**src/rtl/vstep_pkg.sv**
```systemverilog
package vstep_pkg;
  typedef struct packed {
    logic lt;
    logic gt;
    logic eq;
    logic so;
  } cond_t;

  function automatic cond_t step_cond(input logic done);
    cond_t c;
    c.lt = 1'b0;
    c.gt = 1'b0;
    c.eq = done;
    c.so = 1'b0;
    return c;
  endfunction
endpackage

```
**src/rtl/vstep_walker.sv**
```systemverilog
module vstep_walker #(
  parameter int IDX_W = 7,
  parameter int LEN_W = 7
) (
  input  logic             clk,
  input  logic             rst,
  input  logic             step_go,
  input  logic [LEN_W-1:0] vl,
  output logic [IDX_W-1:0] src_idx,
  output logic [IDX_W-1:0] dst_idx,
  output logic             done
);
  localparam int CW = ((IDX_W > LEN_W) ? IDX_W : LEN_W) + 1;
  localparam int LANES = 2;

  logic [IDX_W-1:0] lane_q [LANES];
  logic [CW-1:0]    next_idx;

  // Completion is judged on the source lane; both lanes always move together.
  assign next_idx = CW'(lane_q[0]) + CW'(1);
  assign done     = (next_idx >= CW'(vl));

  for (genvar g = 0; g < LANES; g++) begin : g_lane
    always_ff @(posedge clk) begin
      if (rst)
        lane_q[g] <= '0;
      else if (step_go)
        lane_q[g] <= done ? '0 : lane_q[g] + IDX_W'(1);
    end
  end

  assign src_idx = lane_q[0];
  assign dst_idx = lane_q[1];
endmodule

```
**src/rtl/vstep_len_reg.sv**
```systemverilog
module vstep_len_reg #(
  parameter int LEN_W = 7,
  parameter int RES_W = 64
) (
  input  logic             clk,
  input  logic             rst,
  input  logic             setlen_valid,
  input  logic [LEN_W-1:0] setlen_vl,
  input  logic [LEN_W-1:0] setlen_mvl,
  input  logic             setlen_vf,
  input  logic             wrap,
  output logic [LEN_W-1:0] vl,
  output logic [LEN_W-1:0] mvl,
  output logic             vf_mode,
  output logic [RES_W-1:0] result,
  output logic             result_valid
);
  logic [LEN_W-1:0] vl_q, mvl_q;
  logic             vf_q, rv_q;

  always_ff @(posedge clk) begin
    if (rst) begin
      vl_q  <= '0;
      mvl_q <= '0;
      vf_q  <= 1'b0;
      rv_q  <= 1'b0;
    end else if (setlen_valid) begin
      vl_q  <= setlen_vl;
      mvl_q <= setlen_mvl;
      vf_q  <= setlen_vf;
      rv_q  <= 1'b1;
    end else begin
      rv_q <= 1'b0;
      if (wrap) vf_q <= 1'b0;
    end
  end

  assign vl           = vl_q;
  assign mvl          = mvl_q;
  assign vf_mode      = vf_q;
  assign result       = RES_W'(vl_q);
  assign result_valid = rv_q;
endmodule

```
**src/rtl/vstep_cond_reg.sv**
```systemverilog
module vstep_cond_reg
  import vstep_pkg::*;
(
  input  logic       clk,
  input  logic       rst,
  input  logic       cond_we,
  input  logic       done,
  output logic [3:0] cond
);
  cond_t cond_q;

  always_ff @(posedge clk) begin
    if (rst)          cond_q <= '0;
    else if (cond_we) cond_q <= step_cond(done);
  end

  assign cond = cond_q;
endmodule

```
**src/rtl/vstep_ctrl.sv**
```systemverilog
module vstep_ctrl #(
  parameter int LEN_W    = 7,
  parameter int IDX_W    = 7,
  parameter int STATUS_W = 64,
  parameter int VF_BIT   = 57,
  parameter int RES_W    = 64
) (
  input  logic                clk,
  input  logic                rst,
  input  logic                setlen_valid,
  input  logic [LEN_W-1:0]    setlen_vl,
  input  logic [LEN_W-1:0]    setlen_mvl,
  input  logic                setlen_vf,
  input  logic                step_valid,
  input  logic                step_rec,
  output logic [LEN_W-1:0]    vl,
  output logic [LEN_W-1:0]    mvl,
  output logic [IDX_W-1:0]    src_idx,
  output logic [IDX_W-1:0]    dst_idx,
  output logic                vf_mode,
  output logic [STATUS_W-1:0] status_word,
  output logic [3:0]          cond,
  output logic [RES_W-1:0]    result,
  output logic                result_valid
);
  logic step_go, done, wrap;

  // Set-length takes priority over a step in the same cycle.
  assign step_go = step_valid & ~setlen_valid;
  assign wrap    = step_go & done;

  vstep_walker #(.IDX_W(IDX_W), .LEN_W(LEN_W)) i_walker (
    .clk(clk), .rst(rst), .step_go(step_go), .vl(vl),
    .src_idx(src_idx), .dst_idx(dst_idx), .done(done)
  );

  vstep_len_reg #(.LEN_W(LEN_W), .RES_W(RES_W)) i_len (
    .clk(clk), .rst(rst), .setlen_valid(setlen_valid),
    .setlen_vl(setlen_vl), .setlen_mvl(setlen_mvl), .setlen_vf(setlen_vf),
    .wrap(wrap), .vl(vl), .mvl(mvl), .vf_mode(vf_mode),
    .result(result), .result_valid(result_valid)
  );

  vstep_cond_reg i_cond (
    .clk(clk), .rst(rst), .cond_we(step_go & step_rec), .done(done),
    .cond(cond)
  );

  always_comb begin
    status_word         = '0;
    status_word[VF_BIT] = vf_mode;
  end
endmodule

```
**config.mk**
```make
export PLATFORM = sky130hd
export DESIGN_NAME = vstep_ctrl
export DESIGN_NICKNAME = d
export VERILOG_FILES = /design/src/rtl/vstep_pkg.sv /design/src/rtl/vstep_walker.sv /design/src/rtl/vstep_len_reg.sv /design/src/rtl/vstep_cond_reg.sv /design/src/rtl/vstep_ctrl.sv
export SDC_FILE = /design/constraint.sdc
export NUM_CORES = 1
export LEC_CHECK = 0
export BUFFER_PORTS_ARGS = -buffer_cell sky130_fd_sc_hd__buf_2
export CAP_MARGIN = 0
export CORE_UTILIZATION = 42
export CTS_CLUSTER_DIAMETER = 200
export DETAILED_ROUTE_END_ITERATION = 10
export PLACE_DENSITY = 0.83
export SYNTH_ARGS = -nofsm -noshare
export SYNTH_HDL_FRONTEND = slang
export SYNTH_HIERARCHICAL = 1
export SYNTH_SLANG_ARGS = --single-unit
```
**constraint.sdc**
```tcl
create_clock -name clk -period 3.4 [get_ports clk]
set_input_delay 0.68 -clock clk [delete_from_list [all_inputs] [get_ports clk]]
set_output_delay 0.68 -clock clk [all_outputs]
set_load 0.005 [all_outputs]
```
After elaboration in Yosys (flattened, before gate mapping)

Memories as Yosys holds them, arrays and structs flattened.
Cells that the tools add are included.

Register bits: 17
RAM bits: 14
Word-level logic and storage cells: 29
Memories kept: 1

$add $sub $neg: 3
Magnitude comparators: 1
Muxes and demuxes: 12
Bitwise gates (word level): 6
Reductions and logical operators: 1

Memory list:

| name            | words | width | rd ports | clocked after memory_dff | write ports | line               | RTL |
|---|---|---|---|---|---|---|---|
| i_walker.lane_q | 2     | 7     | 2        | 0                        | 2           | vstep_walker.sv:16 | `logic [IDX_W-1:0] lane_q [LANES];` |

Operators with widths:

| cell                                                          | count |
|---|---|
| 7-bit 2-to-1 mux                                              | 4 |
| 7-bit by 1-bit adder with 7-bit output, second input constant | 2 |
| 7-bit by 1-bit adder with 8-bit output, second input constant | 1 |
| 8-bit by 7-bit >= comparator with 1-bit output                | 1 |
| 1-bit 2-to-1 mux                                              | 8 |
| 1-bit bitwise AND                                             | 3 |
| 1-bit bitwise OR                                              | 2 |
| 2-bit nonzero test                                            | 1 |
| 1-bit NOT                                                     | 1 |

Longest topological paths before layout

Word-level depth: 6
Mapped depth: 12
Depth with buffers taken out: 11

By module

Netlist, hierarchy kept.

By module, submodules not included:

| module         | instances | cells an instance | area an instance (um2) | sequential area each (um2) |
|---|---|---|---|---|
| vstep_len_reg  | 1         | 115               | 1,062.3                | 320.3 |
| vstep_walker   | 1         | 78                | 980.9                  | 420.4 |
| vstep_ctrl     | 1         | 68                | 513.0                  | 0.0 |
| vstep_cond_reg | 1         | 7                 | 60.1                   | 20.0 |

Least setup slack after synthesis

Ideal clock, no wire load.

Path kind: flip-flop to flip-flop
From: mem i_walker.lane_q[0][0]
To: reg i_len.vf_q (netlist: i_len/vf_mode)
Setup time: 0.114 ns
Arrival time: 2.403 ns
Required time: 3.286 ns
Setup slack: 0.883 ns
Stages on the path, launching flop included: 13
Buffers on the path: 1
Period minus slack after synthesis: 2.517 ns
Cell sequence: edfxtp_1 ha_1 nand3_1 nor2_1 xor2_1 ha_1 o2111ai_1 nor3_2 buf_6 nand3b_1 and3b_2 nor4b_2 a21o_1

RTL lines:

| item                 | line                | RTL |
|---|---|---|
| from (decl)          | vstep_walker.sv:16  |  |
| to (signal assigned) | vstep_len_reg.sv:30 | `vf_q <= setlen_vf;` |
| to (decl)            | vstep_len_reg.sv:19 | `logic vf_q, rv_q;` |

==> results.py <==
metrics = {
    "timing": {
        "period_share": 0.780,
        "finalSetupViolCount": 0,
        "final_hold_viol_count": 0,
        "max_freq_mhz": 377,
        "period_needed_ps": 2650,
        "drv_slew": 0,
        "timing.final.ws_setup_ps": 747,
        "fin_skew_ps": 7.52,
        "rsz0062_at_grt": "false",
        "setup_tns_ps": 0,
    },
    "layout": {
        "final_net_count": 347,
        "fill_cells": 585,
        "utilization": 0.419,
        "diodes": 0,
        "regArea_um2": 761,
        "syn_to_final_growth_pct": -4.54,
        "multi_input_area_um2": 1240,
        "final_cell_count_no_fill": 394,
        "drive_above_1_share": 0.263,
    },
    "yosys": {
        "synth_largest_area_cell": "buf_4",
        "ys_types": 34,
        "synth_commonest_cells": "buf_4 (131), dfxtp_1 (17), nor2_1 (17), mux2i_1 (15), edfxtp_1 (14)",
        "avgSynthCellArea_um2": 9.76,
        "synth_edf_count": 14,
        "synth_cells": 268,
        "ys_ff_latch": 31,
        "ys_seq_area_frac": 0.291,
        "synth_ff_type": "dfxtp_1",
        "synth-async-reset-ratio": 0,
        "netlist_top_cells_area": "buf_4 (38%), edfxtp_1 (16%), dfxtp_1 (13%)",
        "synthesis.area_um2": 2620,
        "synth_top_area_frac": 0.376,
        "ys_warn_count": 6,
        "synth.most_common_cell": "buf_4",
    },
    "setup_path": {
        "max_stage_delay_ps": 450,
        "cp-start-kind": "flop",
        "crit_top_cell": "ha_1",
        "crit_family": "simple AND/OR/NAND/NOR gates",
        "required_ps": 3630,
        "critPathKind": "flop to flop",
        "crit_path_end_kind": "flop",
        "r2r_start": "i_walker/lane_q[0][0]$_SDFFCE_PP0P_",
        "reg2reg_to": "i_len/vf_mode$_SDFFE_PP0P_",
        "slowest_stage": "edfxtp_1",
        "crit_cells": 12,
        "cp_max_fo": 15,
        "r2r_slack_ps": 750,
        "reg2reg_depth": 12,
        "path_cells": "ha_1, nand3_1, nor2_1, xor2_1, ha_1, o2111ai_1, nor3_2, buf_4, nand3b_1, and3b_2, nor4b_2, a21o_1",
        "arrival_ps": 2880,
        "critPathBufInv": 1,
    },
    "global_route": {
        "grt_start_max_net_pins": 20,
        "antenna_found_initial": 0,
        "grt_pass1_vias": 1269,
        "grt_pass1_wl_um": 5510,
        "grt_remaining_overflow": 0,
        "grt_usage": 0.111,
    },
    "run": {
        "drv_cap": 0,
    },
    "die": {
        "die_y_um": 80.9,
        "rows": 28,
        "fp.dieW_um": 80.9,
        "core_area_um2": 5960,
        "initial_core_util": 0.439,
        "dieArea_um2": 6550,
        "boundaryPins": 182,
    },
    "place": {
        "placed_cells": 386,
        "port_buffers": 58,
        "routabilityCongestion": 0.737,
        "hpwl_um": 2930,
        "place_ws_ps": 775,
    },
    "route": {
        "drt-wirelength-per-cell_um": 9.15,
        "route.antenna.remaining_nets": 0,
        "first_pass_iters": 4,
        "vias": 1500,
        "route.detailed.drc": 0,
        "routed_wl_um": 3610,
        "vias_per_cell": 3.81,
        "first_iter_violations": 13,
    },
    "cts": {
        "clock_latency_ps": 280,
        "max-clock-path-buffers": 2,
        "clock-sinks": 31,
        "clk_pin_slew_ps": 60,
        "cts_inserted_buffers": 5,
        "post_cts_buffers": 0,
        "cts-hold-fix-buffers": 0,
        "cts_resized": 0,
        "cts-root-buf": "clkbuf_8",
        "cts-htree-levels": 2,
        "cts_tree": "yes",
    },
    "pwr": {
        "p_comb_frac": 0.197,
        "p_int_uw": 626,
        "pwr-share-clk": 0.311,
        "p_sw_frac": 0.286,
        "switchingPower_uw": 251,
        "leakage_nw": 1.35,
        "seq_power_share": 0.493,
        "power_uw": 877,
        "peakVddDrop_mv": 0.254,
        "power_density_nw_per_um2": 351,
    },
    "min_path": {
        "hold_class": "flop to flop",
        "holdPathEnd": "i_len/mvl[5]$_SDFFE_PP0P_",
        "min_path_cells": 2,
        "hold_path_startpoint": "i_len/mvl[5]$_SDFFE_PP0P_",
    },
    "status": {
        "status": "complete, no violations",
    },
}
## worst reg2reg max path, stage by stage, from the launching register on
cell	delay, ps
edfxtp_1	450
ha_1	220
nand3_1	130
nor2_1	150
xor2_1	200
ha_1	280
o2111ai_1	130
nor3_2	60
buf_4	200
nand3b_1	200
and3b_2	220
nor4b_2	240
a21o_1	100
## cell type report
| class | count | share of cell area |
|---|---|---|
| multi-input cells | 215 | 0.497 |
| flip-flops and latches | 31 | 0.305 |
| repair buffers | 59 | 0.119 |
| well taps | 75 | 0.0376 |
| clock buffers | 7 | 0.0306 |
| inverters | 6 | 0.00902 |
| clock inverters | 1 | 0.00200 |
## metrics by stage
step | instance area (um2) | hold WS [ps]
2_1_floorplan | 3070 | 485
3_3_place_gp | 2420 | 470
3_5_place_dp | 2420 | 475
4_1_cts | 2500 | 493
5_1_grt | 2500 | 525
6_report | 2500 | 490
## worst max path at each step
stage                                                   start                    endpoint  slack, ps
final                     i_walker/lane_q[0][0]$_SDFFCE_PP0P_  i_len/vf_mode$_SDFFE_PP0P_        750
after global routing      i_walker/lane_q[0][0]$_SDFFCE_PP0P_  i_len/vf_mode$_SDFFE_PP0P_        530
after CTS                 i_walker/lane_q[0][0]$_SDFFCE_PP0P_  i_len/vf_mode$_SDFFE_PP0P_        740
after detailed placement  i_walker/lane_q[0][0]$_SDFFCE_PP0P_  i_len/vf_mode$_SDFFE_PP0P_        770
after global placement    i_walker/lane_q[0][0]$_SDFFCE_PP0P_  i_len/vf_mode$_SDFFE_PP0P_        890
after floorplan           i_walker/lane_q[0][0]$_SDFFCE_PP0P_  i_len/vf_mode$_SDFFE_PP0P_        880
## power by group through the flow
stage                     clock network, mW  registers [mW]  logic (mW)
after floorplan                           0           0.439       0.233
after global placement                    0           0.439       0.169
after detailed placement                  0           0.440       0.172
after CTS                             0.286           0.432       0.173
after global routing                  0.299           0.435       0.203
final                                 0.272           0.432       0.173
## cell families after synthesis
kind of cell,share of synthesized area
buf+inv,0.407
xor+xnor,0.0335
compound gates,0.0230
other cells,0.00430
flops,0.291
fa+ha+maj,0.0430
simple gates,0.141
mux,0.0574
## state kept, by name, indices dropped and copies added, names as in the netlist
signal              count
i_len/vl                7
i_cond/cond             1
i_walker/lane_q        14
i_len/mvl               7
i_len/result_valid      1
i_len/vf_mode           1
## routing by layer
layer / global-route usage / vias up / share of wire
met5: 0 / - / 0
met4: 0.0571 / 0 / 0.021
met3: 0.0360 / 9 / 0.080
met2: 0.198 / 94 / 0.52
met1: 0.117 / 679 / 0.38
li1: - / 718 / -
## cells in the final DEF (no fill, tap or decap), types with 3 or more instances in the layout
cell type  instances
xor2_1             4
xnor2_1            6
edfxtp_1          14
inv_1              6
nor2_1            17
nand3_1            4
nor3b_2            5
mux2i_1           15
nand2_1            3
ha_1               9
nor3_1             4
conb_1           123
buf_2             58
dfxtp_1           17
nor3_2             5
clkbuf_8           5
Note: power is estimated with default switching activity, not from simulation.
